--- src/rtl/apbr_pkg.sv ---
package apbr_pkg;
    // Controller states of the bridge
    typedef enum logic [1:0] {
        BR_IDLE   = 2'd0,
        BR_WDATA  = 2'd1,
        BR_SETUP  = 2'd2,
        BR_ENABLE = 2'd3
    } br_state_e;
endpackage

--- src/rtl/apbr_slot.sv ---
// Address/direction holding register; used for both the current and the pending slot.
module apbr_slot #(
    parameter int AW = 32
) (
    input  logic          clk,
    input  logic          rst_n,
    input  logic          ld,
    input  logic [AW-1:0] d_addr,
    input  logic          d_wr,
    output logic [AW-1:0] q_addr,
    output logic          q_wr
);
    always_ff @(posedge clk or negedge rst_n) begin
        if (!rst_n) begin
            q_addr <= '0;
            q_wr   <= 1'b0;
        end else if (ld) begin
            q_addr <= d_addr;
            q_wr   <= d_wr;
        end
    end
endmodule

--- src/rtl/apbr_decode.sv ---
// Turns the peripheral index field into a one-hot select; values past NSLV hit nothing.
module apbr_decode #(
    parameter int NSLV  = 4,
    parameter int SEL_W = 4
) (
    input  logic [SEL_W-1:0] fld,
    output logic [NSLV-1:0]  onehot,
    output logic             hit
);
    localparam logic [31:0] NSLV_U = NSLV;

    assign hit = (32'(fld) < NSLV_U);

    for (genvar i = 0; i < NSLV; i++) begin : g_sel
        assign onehot[i] = (fld == SEL_W'(i));
    end
endmodule

--- src/rtl/apbr_rdmux.sv ---
// AND-OR read data selector over the per-peripheral read buses.
module apbr_rdmux #(
    parameter int DW   = 32,
    parameter int NSLV = 4
) (
    input  logic [NSLV-1:0]    sel,
    input  logic [NSLV*DW-1:0] bus,
    output logic [DW-1:0]      q
);
    always_comb begin
        q = '0;
        for (int i = 0; i < NSLV; i++) begin
            if (sel[i]) q = q | bus[i*DW +: DW];
        end
    end
endmodule

--- src/rtl/ahb_apb_bridge.sv ---
module ahb_apb_bridge
    import apbr_pkg::*;
#(
    parameter int AW      = 32,
    parameter int DW      = 32,
    parameter int NSLV    = 4,
    parameter int SEL_LSB = 12,
    parameter int SEL_W   = 4
) (
    input  logic               hclk,
    input  logic               hresetn,
    input  logic               hsel,
    input  logic [AW-1:0]      haddr,
    input  logic [1:0]         htrans,
    input  logic               hwrite,
    input  logic [DW-1:0]      hwdata,
    output logic               hreadyout,
    output logic [DW-1:0]      hrdata,
    output logic [AW-1:0]      paddr,
    output logic [NSLV-1:0]    psel,
    output logic               penable,
    output logic               pwrite,
    output logic [DW-1:0]      pwdata,
    input  logic [NSLV*DW-1:0] prdata
);
    br_state_e state, state_nx;

    logic          accept;
    logic          ld_cur, ld_pend;
    logic [AW-1:0] cur_d_addr;
    logic          cur_d_wr;
    logic [AW-1:0] cur_addr, pend_addr;
    logic          cur_wr, pend_wr;
    logic          pend_v, pend_v_nx;
    logic          dp_act, dp_wr, wcap;
    logic [DW-1:0] wdata_q;
    logic [NSLV-1:0] sel_oh;
    logic          sel_hit;
    logic [DW-1:0] rd_mux;
    logic          unused_seq_bit;

    // SEQ and NONSEQ are handled alike; only bit 1 marks a real transfer
    assign unused_seq_bit = htrans[0];
    assign accept = hsel & htrans[1] & hreadyout;
    // write data phase finishing this cycle: capture the data
    assign wcap   = dp_act & dp_wr & hreadyout;

    apbr_slot #(.AW(AW)) u_cur (
        .clk(hclk), .rst_n(hresetn), .ld(ld_cur),
        .d_addr(cur_d_addr), .d_wr(cur_d_wr),
        .q_addr(cur_addr), .q_wr(cur_wr)
    );

    apbr_slot #(.AW(AW)) u_pend (
        .clk(hclk), .rst_n(hresetn), .ld(ld_pend),
        .d_addr(haddr), .d_wr(hwrite),
        .q_addr(pend_addr), .q_wr(pend_wr)
    );

    apbr_decode #(.NSLV(NSLV), .SEL_W(SEL_W)) u_dec (
        .fld(cur_addr[SEL_LSB +: SEL_W]),
        .onehot(sel_oh),
        .hit(sel_hit)
    );

    apbr_rdmux #(.DW(DW), .NSLV(NSLV)) u_rdmux (
        .sel(sel_oh),
        .bus(prdata),
        .q(rd_mux)
    );

    // Next state and slot loading
    always_comb begin
        state_nx   = state;
        ld_cur     = 1'b0;
        ld_pend    = 1'b0;
        pend_v_nx  = pend_v;
        cur_d_addr = haddr;
        cur_d_wr   = hwrite;
        unique case (state)
            BR_IDLE: begin
                ld_cur = accept;
                if (accept) state_nx = hwrite ? BR_WDATA : BR_SETUP;
            end
            BR_WDATA: begin
                ld_pend = accept;
                if (accept) pend_v_nx = 1'b1;
                state_nx = BR_SETUP;
            end
            BR_SETUP: begin
                ld_pend = accept;
                if (accept) pend_v_nx = 1'b1;
                state_nx = BR_ENABLE;
            end
            BR_ENABLE: begin
                if (pend_v) begin
                    ld_cur     = 1'b1;
                    cur_d_addr = pend_addr;
                    cur_d_wr   = pend_wr;
                    ld_pend    = accept;
                    pend_v_nx  = accept;
                    state_nx   = BR_SETUP;
                end else if (accept) begin
                    ld_cur   = 1'b1;
                    state_nx = hwrite ? BR_WDATA : BR_SETUP;
                end else begin
                    state_nx = BR_IDLE;
                end
            end
        endcase
    end

    // State register
    always_ff @(posedge hclk or negedge hresetn) begin
        if (!hresetn) state <= BR_IDLE;
        else          state <= state_nx;
    end

    // Pending flag, AHB data-phase tracking and write data holding
    always_ff @(posedge hclk or negedge hresetn) begin
        if (!hresetn) begin
            pend_v  <= 1'b0;
            dp_act  <= 1'b0;
            dp_wr   <= 1'b0;
            wdata_q <= '0;
        end else begin
            pend_v <= pend_v_nx;
            if (hreadyout) begin
                dp_act <= accept;
                dp_wr  <= hwrite;
            end
            if (wcap) wdata_q <= hwdata;
        end
    end

    // Outputs
    always_comb begin
        hreadyout = 1'b1;
        psel      = '0;
        penable   = 1'b0;
        hrdata    = '0;
        unique case (state)
            BR_IDLE, BR_WDATA: hreadyout = 1'b1;
            BR_SETUP: begin
                // a read waits for its enable cycle; a queued transfer waits its turn
                hreadyout = cur_wr & ~pend_v;
                psel      = sel_oh;
            end
            BR_ENABLE: begin
                // only a queued read stays stalled across a write's enable cycle
                hreadyout = ~cur_wr | ~pend_v | pend_wr;
                psel      = sel_oh;
                penable   = sel_hit;
                if (!cur_wr) hrdata = rd_mux;
            end
        endcase
    end

    assign paddr  = cur_addr;
    assign pwrite = cur_wr;
    assign pwdata = wdata_q;
endmodule

--- config.mk ---
export PLATFORM = sky130hd
export DESIGN_NAME = ahb_apb_bridge
export DESIGN_NICKNAME = d
export VERILOG_FILES = /design/src/rtl/apbr_pkg.sv /design/src/rtl/apbr_slot.sv /design/src/rtl/apbr_decode.sv /design/src/rtl/apbr_rdmux.sv /design/src/rtl/ahb_apb_bridge.sv
export SDC_FILE = /design/constraint.sdc
export NUM_CORES = 1
export LEC_CHECK = 0
export CORE_AREA = 2 2 117 119
export CTS_CLUSTER_DIAMETER = 80
export DETAILED_ROUTE_END_ITERATION = 10
export DIE_AREA = 0 0 119 121
export DONT_BUFFER_PORTS = 1
export GPL_TIMING_DRIVEN = 0
export REMOVE_ABC_BUFFERS = 1
export SLEW_MARGIN = 20
export SYNTH_ARGS = -nofsm -noshare
export SYNTH_HDL_FRONTEND = slang
export SYNTH_SLANG_ARGS = --single-unit
--- constraint.sdc ---
create_clock -name hclk -period 2.5 [get_ports hclk]
set_input_delay 0.5 -clock hclk [delete_from_list [all_inputs] [get_ports hclk]]
set_output_delay 0.5 -clock hclk [all_outputs]
set_load 0.01 [all_outputs]
After elaboration in Yosys (flattened, before gate mapping)
Cells that the tools add are included.

Mux-type cells: 25. Eq/ne operators: 8. Order comparisons: 1. Bitwise gates (word level): 12. Reduce and logical (&&, ||, !) cells: 7.

Operators by type and width (number): 32-bit 2-to-1 mux (8); 32-bit OR (3); 4-bit by 2-bit equality test with 1-bit output, second input constant (2); 2-bit 2-to-1 mux (4); 2-bit case mux with 4 select lines (1); 1-bit 2-to-1 mux (7); 1-bit case mux with 2 select lines (3); 2-bit OR reduction (3); 1-bit AND (5); 2-bit equality test, second input constant (2); 4-bit by 1-bit equality test with 1-bit output, second input constant (1); 4-bit logical NOT (1); 4-bit by 3-bit less-than comparator with 1-bit output, second input constant (1); 4-bit 2-to-1 mux (1); 1-bit case mux with 3 select lines (1); 2-bit by 1-bit equality test with 1-bit output, second input constant (1); 2-bit logical NOT (1); 2-bit by 1-bit != test with 1-bit output, second input constant (1); 2-bit != test, second input constant (1); 1-bit NOT (2); 1-bit OR (2); 2-bit AND reduction (1); 2-bit nonzero test (1).

Flip-flop bits (word level): 103. Bits of input ports: 198. Logic and storage cells: 62.

Longest topological paths before layout
Gate-level depths: netlist (run 1).

Depth in word-level cells: 10. Depth in mapped cells: 9. Depth with buffers taken out: 6.

Modules after synthesis
Synthesis (run 1) repeated with hierarchy kept, for this count alone.

Cells, all modules: 448. Area total of the unflattened synthesis: 5914.4 um^2.

By module, submodules not included: apbr_slot (area each 1381.3 um^2, cells each 70, sequential area each 825.8 um^2, times used 2); ahb_apb_bridge (area each 2413.6 um^2, cells each 195, sequential area each 925.9 um^2, times used 1); apbr_rdmux (area each 698.2 um^2, cells each 108, sequential area each 0.0 um^2, times used 1); apbr_decode (area each 40.0 um^2, cells each 5, sequential area each 0.0 um^2, times used 1).

Least setup slack after synthesis (run 1)
Ideal clock, no wire load.

Kind: reg2out. Start: register u_cur.q_addr[12]. End: output port hrdata[23]. Required time: 2000 ps. Cell stages (with the launch flop): 7. Path slack: 341 ps. Arrival time: 1659 ps. Cell sequence: dfrtp_1 > buf_2 > buf_1 > mux2i_1 > nor2_1 > a221oi_1 > nor2_1.

Longest elaborated chain between the ends: 10. Elaborated cells on any way between the ends: 13. Those cells by class: 3 x eq/ne; 6 x mux; 3 x bitwise; 1 x reduce/logical.

RTL lines: start: declaration (line apbr_slot.sv:10) `output logic [AW-1:0] q_addr,`; start signal: assignment (line apbr_slot.sv:18) `q_addr <= d_addr;`; 4-bit logical NOT (line apbr_decode.sv:15) `assign onehot[i] = (fld == SEL_W'(i));`; 32-bit 2-to-1 mux (line apbr_rdmux.sv:13) `if (sel[i]) q = q | bus[i*DW +: DW];`; 32-bit OR (line apbr_rdmux.sv:13); 32-bit 2-to-1 mux (line apbr_rdmux.sv:13); 32-bit OR (line apbr_rdmux.sv:13); 32-bit 2-to-1 mux (line apbr_rdmux.sv:13); 32-bit OR (line apbr_rdmux.sv:13); 32-bit 2-to-1 mux (*) (line apbr_rdmux.sv:13); 32-bit 2-to-1 mux (*) (line ahb_apb_bridge.sv:154) `if (!cur_wr) hrdata = rd_mux;`; 32-bit 2-to-1 mux (*) (line ahb_apb_bridge.sv:142) `unique case (state)`; end: declaration (line ahb_apb_bridge.sv:18) `output logic [DW-1:0] hrdata,`.

Every way passes the cells marked *; elsewhere a longest branch is shown, timed or not.

Worst setup path after layout (run 1)
Start: register u_cur.q_addr[12]. End: output port hrdata[26].

Same word-level chain as after synthesis.

==> Flow_metrics.wiki, run 1 <==
{| class="wikitable"
! Metric !! Value
|-
| Worst-case setup margin in the final layout || -0.05810 ns
|-
| Worst reg2reg path startpoint || state[0]
|-
| CTS tree || built
|-
| Gpl congestion || 0.7529
|-
| Number of buffer cells added on primary ports || 0
|-
| Die height || 121 µm
|-
| Power density of the placed cells || 1379 mW/mm²
|-
| Number of max-capacitance violations reported || 0
|-
| Worst setup path startpoint || u_cur.q_addr[12]
|-
| Sum of net half-perimeters after detailed placement || 11560 µm
|-
| Maximum number of pins on one net before global-route repair || 104
|-
| Number of nets with antenna violations after routing || 0
|-
| Type of element launching the critical path || flop
|-
| DRC viols || 0
|-
| Cell with the largest stage delay on the worst path || sky130_fd_sc_hd__dfrtp_2
|-
| Violations in the final reports || hold timing, setup timing
|-
| Maximum clock frequency || 390.9 MHz
|-
| Final count of pins violating max slew || 0
|-
| Capturing instance or port of the critical path || hrdata[26]
|-
| Inst Count DP || 597
|-
| Worst vdd ir || 0.0005202 V
|-
| Detailed-route via count || 3870
|-
| Clock Skews || 0.009317 ns
|-
| Ratio of cells with drive above 1 in the final layout || 46.41%
|-
| Row Count || 42
|-
| Reg2Reg Capture Point || u_cur.q_addr[10]
|-
| Area growth from synthesis to layout || 16.21%
|-
| Worst slew slack as a fraction of its limit || 68.34%
|-
| Fin cells || 637
|-
| Max Fanout on Critical Path || 6
|-
| Mapped cell area || 0.005597 mm²
|-
| Critical path cell sequence || buf_12 > nor4b_4 > buf_6 > clkbuf_16 > a221oi_1 > nor2_1
|-
| Final worst-path cycle share || 102.3%
|-
| Core area || 0.01309 mm²
|-
| Arr. time, crit path || 2.06 ns
|-
| TritonRoute pass-1 iters || 4
|-
| Worst-path clk slew || 0.07 ns
|-
| Post-synthesis sequential area ratio || 46.05%
|-
| DRT iter0 DRCs || 241
|-
| Overall global routing resource usage || 20.92%
|-
| Average routed wire per standard cell || 26.53 µm
|-
| Warning count from the yosys run || 0
|-
| Clock latency on the worst-skew pair || 0.34 ns
|-
| Cell depth of the worst setup path || 6
|-
| Kind of capture point of the worst setup path || output port
|-
| Cts bufs inserted || 9
|-
| Number of endpoints with negative hold slack in the final report || 103
|-
| First-pass GRT wire length || 22780 µm
|-
| Cells after synthesis || 448
|-
| Minimum hold slack || -0.1518 ns
|-
| Average vias per placed instance || 6.075
|-
| Time the worst path needs with I/O delays and setup || 2.558 ns
|-
| Final setup fails || 20
|-
| Path depth of the worst reg2reg path || 7
|-
| Buf+Inv Stages, Crit Path || 3
|-
| Most used flip-flop cell after synthesis || sky130_fd_sc_hd__dfrtp_1
|-
| Share of async-settable or async-resettable flops after synthesis || 100.0%
|-
| Peak per-stage delay on the critical path || 0.47 ns
|-
| Setup slack at placement || -0.4314 ns
|-
| Mean instance size in the synthesized netlist || 12.49 µm²
|-
| Number of buffers between clock root and the deepest sink || 2
|-
| Post-synth cell types || 37
|-
| Die Footprint || 0.01440 mm²
|-
| Starting density of the core || 42.77%
|-
| Clock Root Buffer || sky130_fd_sc_hd__clkbuf_16
|-
| Setup repair after global routing missed its margin || true
|-
| Critical Path RT || 2.00 ns
|-
| Post-synth EDFFs || 0
|-
| Horizontal die dimension || 119 µm
|-
| Worst-margin pin slew || 0.4750 ns
|-
| Cell family with most CP delay || simple AND/OR/NAND/NOR gates
|-
| Total wirelength of the detailed-routed design || 16900 µm
|-
| Total number of nets in the final design || 658
|-
| Register-to-register setup slack || 0.19 ns
|-
| Class of the most critical hold timing path || in2async
|-
| Critical path class || reg2out
|-
| I/O pin total || 301
|-
| Status || finished with violations
|-
| Clock Sinks || 103
|-
| Overflow left after global routing || 0
|-
| Antenna violations before repair || 2
|-
| Via count of the first global-routing pass || 3796
|-
| Leakage power summed over all cells || 0.002746 µW
|-
| Number of synthesized register bits || 103
|-
| H-tree depth reported by CTS || 3
|}
==> placed cells by master (no fill, tap or decap), types with 2 or more instances in the layout <==
master | synthesis | routed
sky130_fd_sc_hd__mux2_2 | 102 | 102
sky130_fd_sc_hd__dfrtp_1 | 103 | 102
sky130_fd_sc_hd__nor2_1 | 68 | 54
sky130_fd_sc_hd__mux2i_1 | 32 | 32
sky130_fd_sc_hd__mux2_4 | 30 | 30
sky130_fd_sc_hd__a221oi_1 | 32 | 21
sky130_fd_sc_hd__clkbuf_16 | 0 | 14
sky130_fd_sc_hd__nor2_2 | 0 | 13
sky130_fd_sc_hd__buf_4 | 5 | 12
sky130_fd_sc_hd__a221oi_2 | 0 | 9
sky130_fd_sc_hd__nand2_1 | 7 | 7
sky130_fd_sc_hd__inv_1 | 6 | 6
sky130_fd_sc_hd__or3_4 | 0 | 4
sky130_fd_sc_hd__ha_1 | 5 | 4
sky130_fd_sc_hd__buf_6 | 1 | 4
sky130_fd_sc_hd__nor2b_1 | 3 | 3
sky130_fd_sc_hd__diode_2 | 0 | 2
sky130_fd_sc_hd__a221oi_4 | 0 | 2
sky130_fd_sc_hd__a21oi_1 | 2 | 2
sky130_fd_sc_hd__nand4b_1 | 2 | 2
sky130_fd_sc_hd__a31oi_1 | 2 | 2
sky130_fd_sc_hd__clkbuf_8 | 0 | 2
sky130_fd_sc_hd__buf_16 | 0 | 2
sky130_fd_sc_hd__buf_12 | 3 | 2
==> worst min path at each step <==
stage | depth (start not counted) | from | slack (ns) | endpoint
floorplan | 0 | hresetn | 0.20 | dp_act
global placement | 0 | hresetn | 0.21 | pwdata[13]
detailed placement | 0 | hresetn | 0.21 | pwdata[24]
CTS | 0 | hresetn | -0.17 | pwdata[24]
global route | 0 | hresetn | -0.18 | pwdata[16]
finish | 0 | hresetn | -0.15 | pwdata[24]
==> stage by stage <==
| stage | cell area [µm²] | power [µW] | utilization, % | setup TNS (ns) |
|---|---|---|---|---|
| floorplan | 5393 | 6037 | - | -89.57 |
| global placement | 5613 | 6648 | 42.90 | -206.31 |
| detailed placement | 5757 | 6921 | 44.00 | -13.62 |
| CTS | 6147 | 8508 | 46.98 | -0.01192 |
| global route | 6504 | 9461 | 49.70 | -2.367 |
| finish | 6504 | 8969 | 49.70 | -0.5831 |
==> cells by family (layout without fill, tap and decap cells) <==
kind of cell / count (synthesis) / count (layout) / share of synthesized area (%)
AO/OA/AOI/OAI: 45 / 45 / 7.244
AND/OR/NAND/NOR: 92 / 95 / 7.243
adder cells (fa/ha/maj): 5 / 5 / 1.118
buffers and inverters: 39 / 47 / 4.047
multiplexers: 164 / 164 / 34.29
other: 0 / 2 / 0
flip-flops: 103 / 103 / 46.05
==> where the power goes <==
group | internal [µW] | switching (µW) | leakage [µW] | total (µW)
sequential | 2540 | 910 | 0.00123 | 3450
clock | 829 | 607 | 0.000152 | 1440
combinational | 2290 | 1790 | 0.00137 | 4080
total | 5660 | 3310 | 0.00275 | 8970
==> cell usage after synthesis, types with 2 or more instances <==
| master | count | area [µm²] |
|---|---|---|
| sky130_fd_sc_hd__nor2b_1 | 3 | 18.77 |
| sky130_fd_sc_hd__mux2_2 | 102 | 1149 |
| sky130_fd_sc_hd__buf_1 | 3 | 11.26 |
| sky130_fd_sc_hd__buf_12 | 3 | 60.06 |
| sky130_fd_sc_hd__and2_1 | 2 | 12.51 |
| sky130_fd_sc_hd__or3_1 | 2 | 12.51 |
| sky130_fd_sc_hd__a221oi_1 | 32 | 280.3 |
| sky130_fd_sc_hd__nand2_1 | 7 | 26.28 |
| sky130_fd_sc_hd__buf_2 | 4 | 20.02 |
| sky130_fd_sc_hd__buf_4 | 5 | 37.54 |
| sky130_fd_sc_hd__nand2b_1 | 2 | 12.51 |
| sky130_fd_sc_hd__a21oi_1 | 2 | 10.01 |
| sky130_fd_sc_hd__nand4b_1 | 2 | 17.52 |
| sky130_fd_sc_hd__inv_1 | 6 | 22.52 |
| sky130_fd_sc_hd__dfrtp_1 | 103 | 2577 |
| sky130_fd_sc_hd__nor2_1 | 68 | 255.2 |
| sky130_fd_sc_hd__mux2i_1 | 32 | 320.3 |
| sky130_fd_sc_hd__ha_1 | 5 | 62.56 |
| sky130_fd_sc_hd__mux2_4 | 30 | 450.4 |
| sky130_fd_sc_hd__a31oi_1 | 2 | 12.51 |
| sky130_fd_sc_hd__clkbuf_1 | 17 | 63.81 |
==> worst register-to-register path, cell delays in order, from the launching register on <==
cell and delay [ns]:
sky130_fd_sc_hd__dfrtp_1 0.42, sky130_fd_sc_hd__inv_1 0.12, sky130_fd_sc_hd__ha_1 0.26, sky130_fd_sc_hd__nand2b_1 0.16
sky130_fd_sc_hd__o2111ai_4 0.24, sky130_fd_sc_hd__o32ai_4 0.40, sky130_fd_sc_hd__buf_6 0.25, sky130_fd_sc_hd__mux2_2 0.37
==> sequential cells by signal, indices dropped and copies added (netlist names) <==
name	count
pwdata	32
u_cur.q_addr	32
u_pend.q_addr	32
state	2
dp_act	1
dp_wr	1
pend_v	1
u_cur.q_wr	1
u_pend.q_wr	1
==> metal layers <==
metal	vias up	part of all wire, %	GRT usage, %
li1	1652	-	-
met1	1993	36	23.41
met2	194	52	35.34
met3	31	8.1	7.566
met4	0	3.6	10.34
met5	-	0	0
==> repair_timing <==
action	CTS	global route
hold endpoints to repair	103	103
cloned	1	9
pin swaps	4	17
setup endpoints to repair	97	56
resized for setup	10	30
setup buffers	7	6
==> area by class of cell <==
| cell class | instances | area [µm²] |
|---|---|---|
| timing repair buffer | 26 | 360.3 |
| sequential | 103 | 2579 |
| fill | 1143 | 6581 |
| inverter | 6 | 22.52 |
| clock buffer | 11 | 252.7 |
| antenna | 2 | 5.005 |
| multi-input combinational | 309 | 3012 |
| clock inverter | 4 | 52.55 |
| tap | 176 | 220.2 |
Note: power is estimated with default switching activity, not from simulation.
==> run 2: changes to the inputs <==
--- a/config.mk
+++ b/config.mk
@@ -6,8 +6,8 @@
 export NUM_CORES = 1
 export LEC_CHECK = 0
-export CORE_AREA = 2 2 117 119
-export CTS_CLUSTER_DIAMETER = 80
+export CORE_ASPECT_RATIO = 0.8
+export CORE_MARGIN = 1
+export CORE_UTILIZATION = 30
 export DETAILED_ROUTE_END_ITERATION = 10
-export DIE_AREA = 0 0 119 121
 export DONT_BUFFER_PORTS = 1
 export GPL_TIMING_DRIVEN = 0
==> constraint.sdc (replaced) <==
create_clock -name hclk -period 2.5 [get_ports hclk]
set_input_delay 0.5 -clock hclk [delete_from_list [all_inputs] [get_ports hclk]]
set_output_delay 0.5 -clock hclk [all_outputs]
set_load 0.05 [all_outputs]
==> run 2 against run 1 <==
The flow still finishes with violations (hold timing, setup timing); wire length up 6.4%; first-iteration DRC count down 44%; core utilization down 9.6 points; combinational power up 31%; final area up 12%; largest cell class unchanged.
==> Flow_metrics.wiki, run 2 (synthesis results as in run 1) <==
{| class="wikitable"
! Metric !! Value
|-
| Row Count || 44 (+4.8%)
|-
| Worst slew slack as a fraction of its limit || 62.39% (-5.9 points)
|-
| Worst-margin pin slew || 0.5635 ns (+0.08859 ns)
|-
| Type of element launching the critical path || flop
|-
| Final count of pins violating max slew || 0 (unchanged)
|-
| Clock Skews || 0.007731 ns (-0.001586 ns)
|-
| Worst-case setup margin in the final layout || -0.1840 ns (-0.1259 ns)
|-
| Die height || 124.2 µm (+2.6%)
|-
| Worst vdd ir || 0.0007301 V (+40%)
|-
| Class of the most critical hold timing path || in2async
|-
| Routing usage on met1 || 22.68% (-0.73 points)
|-
| Area taken by multi-input logic gates || 0.003645 mm² (+21%)
|-
| Maximum clock frequency || 372.6 MHz (-4.7%)
|-
| Fill cell total of the finished layout || 1702 (+49%)
|-
| Cts bufs inserted || 9 (unchanged)
|-
| Worst-path clk slew || 0.07 ns (about the same)
|-
| Critical path class || reg2out
|-
| Starting density of the core || 30.71% (-12 points)
|-
| Cell with the largest stage delay on the worst path || sky130_fd_sc_hd__dfrtp_4
|-
| Gpl congestion || 0.7567 (+0.50%)
|-
| Average routed wire per standard cell || 24.76 µm (-6.7%)
|-
| Overall global routing resource usage || 17.22% (-3.7 points)
|-
| Clock Sinks || 103 (unchanged)
|-
| DRC viols || 0 (unchanged)
|-
| Status || finished with violations
|-
| Minimum hold slack || -0.1437 ns (+0.008156 ns)
|-
| Overflow left after global routing || 0 (unchanged)
|-
| Peak per-stage delay on the critical path || 0.61 ns (+0.14 ns)
|-
| Leakage power summed over all cells || 0.002883 µW (+5.0%)
|-
| Top library cells by usage in the layout, fill and taps aside || sky130_fd_sc_hd__mux2_2 (102), sky130_fd_sc_hd__dfrtp_1 (98), sky130_fd_sc_hd__nor2_4 (40)
|-
| Horizontal die dimension || 154.7 µm (+30%)
|-
| Maximum number of pins on one net before global-route repair || 104 (unchanged)
|-
| Most common library cell in the layout ignoring fill and taps || sky130_fd_sc_hd__mux2_2
|-
| Number of endpoints with negative hold slack in the final report || 103 (unchanged)
|-
| First-pass GRT wire length || 24590 µm (+8.0%)
|-
| H-tree depth reported by CTS || 3 (unchanged)
|-
| Critical Path RT || 2.00 ns (about the same)
|-
| Average vias per placed instance || 5.426 (-11%)
|-
| Kind of capture point of the worst setup path || output port
|-
| Number of max-capacitance violations reported || 0 (unchanged)
|-
| Buf+Inv Stages, Crit Path || 1 (-2)
|-
| Setup repair after global routing missed its margin || true
|-
| Die Footprint || 0.01921 mm² (+33%)
|-
| Grt met2 use || 25.20% (-10 points)
|-
| Number of buffer cells added on primary ports || 0 (unchanged)
|-
| Power density of the placed cells || 1644 mW/mm² (+19%)
|-
| Via count of the first global-routing pass || 3970 (+4.6%)
|-
| Fin cells || 726 (+14%)
|-
| Critical path cell sequence || buf_6 > or3_4 > nor2_2 > a221oi_2 > nor2_4
|-
| Number of nets with antenna violations after routing || 0 (unchanged)
|-
| Arr. time, crit path || 2.18 ns (+0.12 ns)
|-
| Total number of nets in the final design || 672 (+2.1%)
|-
| Final worst-path cycle share || 107.4% (+5.0 points)
|-
| Global-route met3 utilization || 7.550% (-0.015 points)
|-
| Sum of net half-perimeters after detailed placement || 10310 µm (-11%)
|-
| Ratio of cells with drive above 1 in the final layout || 61.73% (+15 points)
|-
| Area growth from synthesis to layout || 30.49%
|-
| Max Fanout on Critical Path || 8 (+2)
|-
| Most utilized layer in the global route result || met2
|-
| Clock Root Buffer || sky130_fd_sc_hd__clkbuf_16
|-
| Time the worst path needs with I/O delays and setup || 2.684 ns (+0.1259 ns)
|-
| DRT iter0 DRCs || 135 (-44%)
|-
| TritonRoute pass-1 iters || 4 (unchanged)
|-
| I/O pin total || 301 (unchanged)
|-
| Footprint of the flip-flops and latches || 0.002594 mm² (+0.58%)
|-
| Clock latency on the worst-skew pair || 0.34 ns (about the same)
|-
| Inst Count DP || 673 (+13%)
|-
| Detailed-route via count || 3939 (+1.8%)
|-
| Number of buffers between clock root and the deepest sink || 2 (unchanged)
|-
| Diode count || 0 (-2)
|-
| Violations in the final reports || hold timing, setup timing
|-
| Antenna violations before repair || 0 (-2)
|-
| Cell family with most CP delay || simple AND/OR/NAND/NOR gates
|-
| Core area || 0.01822 mm² (+39%)
|-
| Final setup fails || 33 (+65%)
|-
| CTS tree || built
|-
| Total wirelength of the detailed-routed design || 17980 µm (+6.4%)
|}
[run 2: final timing paths]
check                                       from           endpoint  slack [ns]  depth (start not counted)
worst max-delay path            u_cur.q_addr[14]         hrdata[26]       -0.18                          5
worst min-delay path                     hresetn          pwdata[0]       -0.14                          0
worst max register to register          state[0]   u_cur.q_addr[17]        0.14                          8
worst min register to register            dp_act             dp_act        0.49                          2
max in group asynchronous                hresetn   u_cur.q_addr[14]        2.48                          0
min in group hclk                      haddr[24]  u_pend.q_addr[24]        0.30                          1
[run 2: per-layer routing]
metal	part of all wire (%)	vias up	wire length, µm
li1	-	1687	-
met1	43	2067	7691
met2	48	158	8580
met3	7.9	25	1422
met4	1.1	2	201
met5	0.46	-	82
[run 2: layout make-up]
type,instances,share of cell area (%)
inverters,6,0.3084
well taps,253,4.334
flip-flops and latches,103,35.51
multi-input cells,314,49.91
clock inverters,4,1.062
clock buffers,11,3.324
repair buffers,35,5.551
[run 2: power by group]
group	total [µW]	internal, µW	switching (µW)	leakage (µW)
registers	5170	2520	2640	0.00122
logic	5330	2580	2750	0.00150
clock network	1510	906	604	0.000156
total	12000	6000	6000	0.00288
[run 2: repair_timing]
item	CTS	global route
cloned	10	2
gates resized for setup	142	36
pin swaps	27	33
hold endpoints to repair	103	103
setup endpoints to repair	86	52
buffers inserted	16	12
[run 2: metrics by stage]
step / worst slack, ns / util (%) / cell area (µm²) / TNS (ns) / total power, µW
2_1_floorplan: -1.742 / - / 5393 / -114.37 / 8027
3_3_place_gp: -2.696 / 31.33 / 5709 / -221.82 / 8640
3_5_place_dp: -1.102 / 32.06 / 5842 / -37.94 / 8911
4_1_cts: -0.1590 / 38.53 / 7020 / -3.375 / 11720
5_1_grt: -0.2350 / 40.08 / 7303 / -5.720 / 12560
6_report: -0.1840 / 40.08 / 7303 / -3.633 / 12000
==> run 3: changes to the inputs <==
Settings changed: SKIP_CTS_REPAIR_TIMING from default to 1.
==> run 3 against run 2 <==
The flow still finishes with violations (hold timing, setup timing); combinational power decreased by 6.8%; worst hold slack barely moved; clock power about the same; critical path depth down 1; wire length fell by 5.9%; via count fell by 0.76%; sequential power barely moved; largest cell class unchanged; highest routed layer is now met4.
==> Flow_metrics.wiki, run 3 (synthesis results as in run 1) <==
{| class="wikitable"
! Metric !! Value
|-
| Worst slew slack as a fraction of its limit || 53.83% (-8.6 points)
|-
| Worst setup path startpoint || u_cur.q_addr[14]
|-
| Maximum clock frequency || 383.4 MHz (+2.9%)
|-
| Area growth from synthesis to layout || 24.73%
|-
| CTS tree || built
|-
| Inst Count DP || 673 (unchanged)
|-
| Time the worst path needs with I/O delays and setup || 2.608 ns (-0.07594 ns)
|-
| Core area || 0.01822 mm² (unchanged)
|-
| Antenna violations before repair || 0 (unchanged)
|-
| Setup repair after global routing missed its margin || true
|-
| Horizontal die dimension || 154.7 µm (unchanged)
|-
| Critical path cell sequence || or3_4 > nor2_1 > a221oi_2 > nor2_4
|-
| Arr. time, crit path || 2.11 ns (-0.07 ns)
|-
| Worst vdd ir || 0.0006515 V (-11%)
|-
| First-pass GRT wire length || 20070 µm (-18%)
|-
| TritonRoute pass-1 iters || 5 (+1)
|-
| Register-to-register setup slack || 0.12 ns (-0.02 ns)
|-
| Final worst-path cycle share || 104.3% (-3.0 points)
|-
| Final count of pins violating max slew || 0 (unchanged)
|-
| Internal power contribution || 5820 µW (-3.1%)
|-
| Proportion of power drawn by flip-flops and latches || 44.3% (+1.3 points)
|-
| Final cell area excluding filler cells || 0.006980 mm² (-4.4%)
|-
| Logic gate share of total power || 42.7% (-1.7 points)
|-
| Worst-path clk slew || 0.07 ns (about the same)
|-
| Maximum number of pins on one net before global-route repair || 104 (unchanged)
|-
| Type of element launching the critical path || flop
|-
| Number of endpoints with negative hold slack in the final report || 103 (unchanged)
|-
| Row Count || 44 (unchanged)
|-
| Clock Root Buffer || sky130_fd_sc_hd__clkbuf_16
|-
| Die Footprint || 0.01921 mm² (unchanged)
|-
| Status || finished with violations
|-
| Worst-margin pin slew || 0.6899 ns (+0.1264 ns)
|-
| DRC viols || 0 (unchanged)
|-
| Clock latency on the worst-skew pair || 0.34 ns (about the same)
|-
| Cell with the largest stage delay on the worst path || sky130_fd_sc_hd__dfrtp_4
|-
| Fill cell total of the finished layout || 1734 (+1.9%)
|-
| Proportion of total power due to net switching || 49.99% (about the same)
|-
| Cts bufs inserted || 9 (unchanged)
|-
| Number of buffers between clock root and the deepest sink || 2 (unchanged)
|-
| Kind of capture point of the worst setup path || output port
|-
| Reg2Reg Capture Point || u_cur.q_addr[17]
|-
| Critical Path RT || 2.00 ns (about the same)
|-
| Leakage power summed over all cells || 0.002767 µW (-4.0%)
|-
| Number of buffer cells added on primary ports || 0 (unchanged)
|-
| Peak per-stage delay on the critical path || 0.61 ns (about the same)
|-
| Average vias per placed instance || 5.459 (+0.62%)
|-
| Starting density of the core || 30.71% (unchanged)
|-
| Share of power burned in the clock network || 13.0% (+0.4 points)
|-
| Class of the most critical hold timing path || in2async
|-
| Via count of the first global-routing pass || 3427 (-14%)
|-
| Number of nets with antenna violations after routing || 0 (unchanged)
|-
| Instance area at placement || 0.005842 mm² (unchanged)
|-
| Average routed wire per standard cell || 23.63 µm (-4.6%)
|-
| I/O pin total || 301 (unchanged)
|-
| Die height || 124.2 µm (unchanged)
|-
| Diode count || 0 (unchanged)
|-
| Ratio of cells with drive above 1 in the final layout || 58.10% (-3.6 points)
|-
| Minimum hold slack || -0.1436 ns (+0.00007100 ns)
|-
| Sum of net half-perimeters after detailed placement || 10310 µm (unchanged)
|-
| H-tree depth reported by CTS || 3 (unchanged)
|-
| Top library cells by usage in the layout, fill and taps aside || sky130_fd_sc_hd__mux2_2 (102), sky130_fd_sc_hd__dfrtp_1 (98), sky130_fd_sc_hd__nor2_4 (38)
|-
| Worst-case setup margin in the final layout || -0.1080 ns (+0.07595 ns)
|-
| Total number of nets in the final design || 662 (-1.5%)
|-
| Worst reg2reg path startpoint || state[0]
|-
| Overflow left after global routing || 0 (unchanged)
|-
| Gpl congestion || 0.7567 (unchanged)
|-
| Clock Skews || 0.008357 ns (+0.0006264 ns)
|-
| Detailed-route via count || 3909 (-0.76%)
|-
| Max Fanout on Critical Path || 17 (+9)
|-
| Switching pwr || 5817 µW (-3.1%)
|-
| Buf+Inv Stages, Crit Path || 0 (-1)
|-
| Post-Route Setup TNS || -1.712 ns (+1.921 ns)
|-
| Overall global routing resource usage || 13.62% (-3.6 points)
|-
| Total wirelength of the detailed-routed design || 16920 µm (-5.9%)
|-
| Most common library cell in the layout ignoring fill and taps || sky130_fd_sc_hd__mux2_2
|-
| Cell family with most CP delay || simple AND/OR/NAND/NOR gates
|-
| Path depth of the worst reg2reg path || 8 (unchanged)
|-
| Clock Sinks || 103 (unchanged)
|-
| Critical path class || reg2out
|-
| Fin util || 38.31% (-1.8 points)
|-
| Number of max-capacitance violations reported || 0 (unchanged)
|-
| Final setup fails || 30 (-9.1%)
|-
| Power density of the placed cells || 1667 mW/mm² (+1.4%)
|-
| Fin cells || 716 (-1.4%)
|-
| DRT iter0 DRCs || 195 (+44%)
|-
| Violations in the final reports || hold timing, setup timing
|}
## run 3: changes by cell type in the layout (fill, tap and decap cells not counted), moves of 3 or more
| cell | delta |
|---|---|
| sky130_fd_sc_hd__buf_4 | -4 |
| sky130_fd_sc_hd__nor2_1 | +4 |
| sky130_fd_sc_hd__a221oi_2 | -4 |
| sky130_fd_sc_hd__a221oi_1 | +13 |
| sky130_fd_sc_hd__buf_6 | -3 |
| sky130_fd_sc_hd__a221oi_4 | -9 |
| sky130_fd_sc_hd__mux2i_1 | -3 |
## run 3: cell type report
type | count | area [µm²] | share of cell area, %
Clock buffer | 11 | 242.7 | 3.477
Clock inverter | 4 | 77.57 | 1.111
Inverter | 6 | 22.52 | 0.3226
Multi-Input combinational cell | 313 | 3446 | 49.36
Sequential cell | 103 | 2594 | 37.16
Tap cell | 253 | 316.6 | 4.535
Timing Repair Buffer | 26 | 281.5 | 4.033
## run 3: power groups by stage
stage          combinational (µW)  sequential, µW  clock, µW
2_1_floorplan                3090            4940          0
3_3_place_gp                 3480            5160          0
3_5_place_dp                 3700            5220          0
4_1_cts                      3700            5190       1570
5_1_grt                      5290            5250       1640
6_report                     4970            5160       1510
## run 3: layer usage
layer  global-route usage, %  part of all wire [%]  vias up
met5                       0                     0        -
met4                   3.899                  0.67        0
met3                   4.697                   6.2       12
met2                   20.53                    48      173
met1                   18.45                    45     2053
li1                        -                     -     1671
## run 3: worst max path at each step
| stage | endpoint | cells past startpoint | slack (ns) |
|---|---|---|---|
| after detailed placement | hrdata[23] | 3 | -1.10 |
| after CTS | hrdata[23] | 3 | -1.50 |
| after global routing | hrdata[22] | 4 | -0.16 |
| final | hrdata[22] | 4 | -0.11 |
| after floorplan | hrdata[0] | 3 | -1.74 |
| after global placement | hrdata[23] | 3 | -2.70 |
## run 3: metrics by stage
stage / total power (µW) / setup WS, ns
after floorplan: 8027 / -1.742
after global placement: 8640 / -2.696
after global routing: 12180 / -0.1564
after CTS: 10460 / -1.495
final: 11640 / -0.1080
after detailed placement: 8911 / -1.102
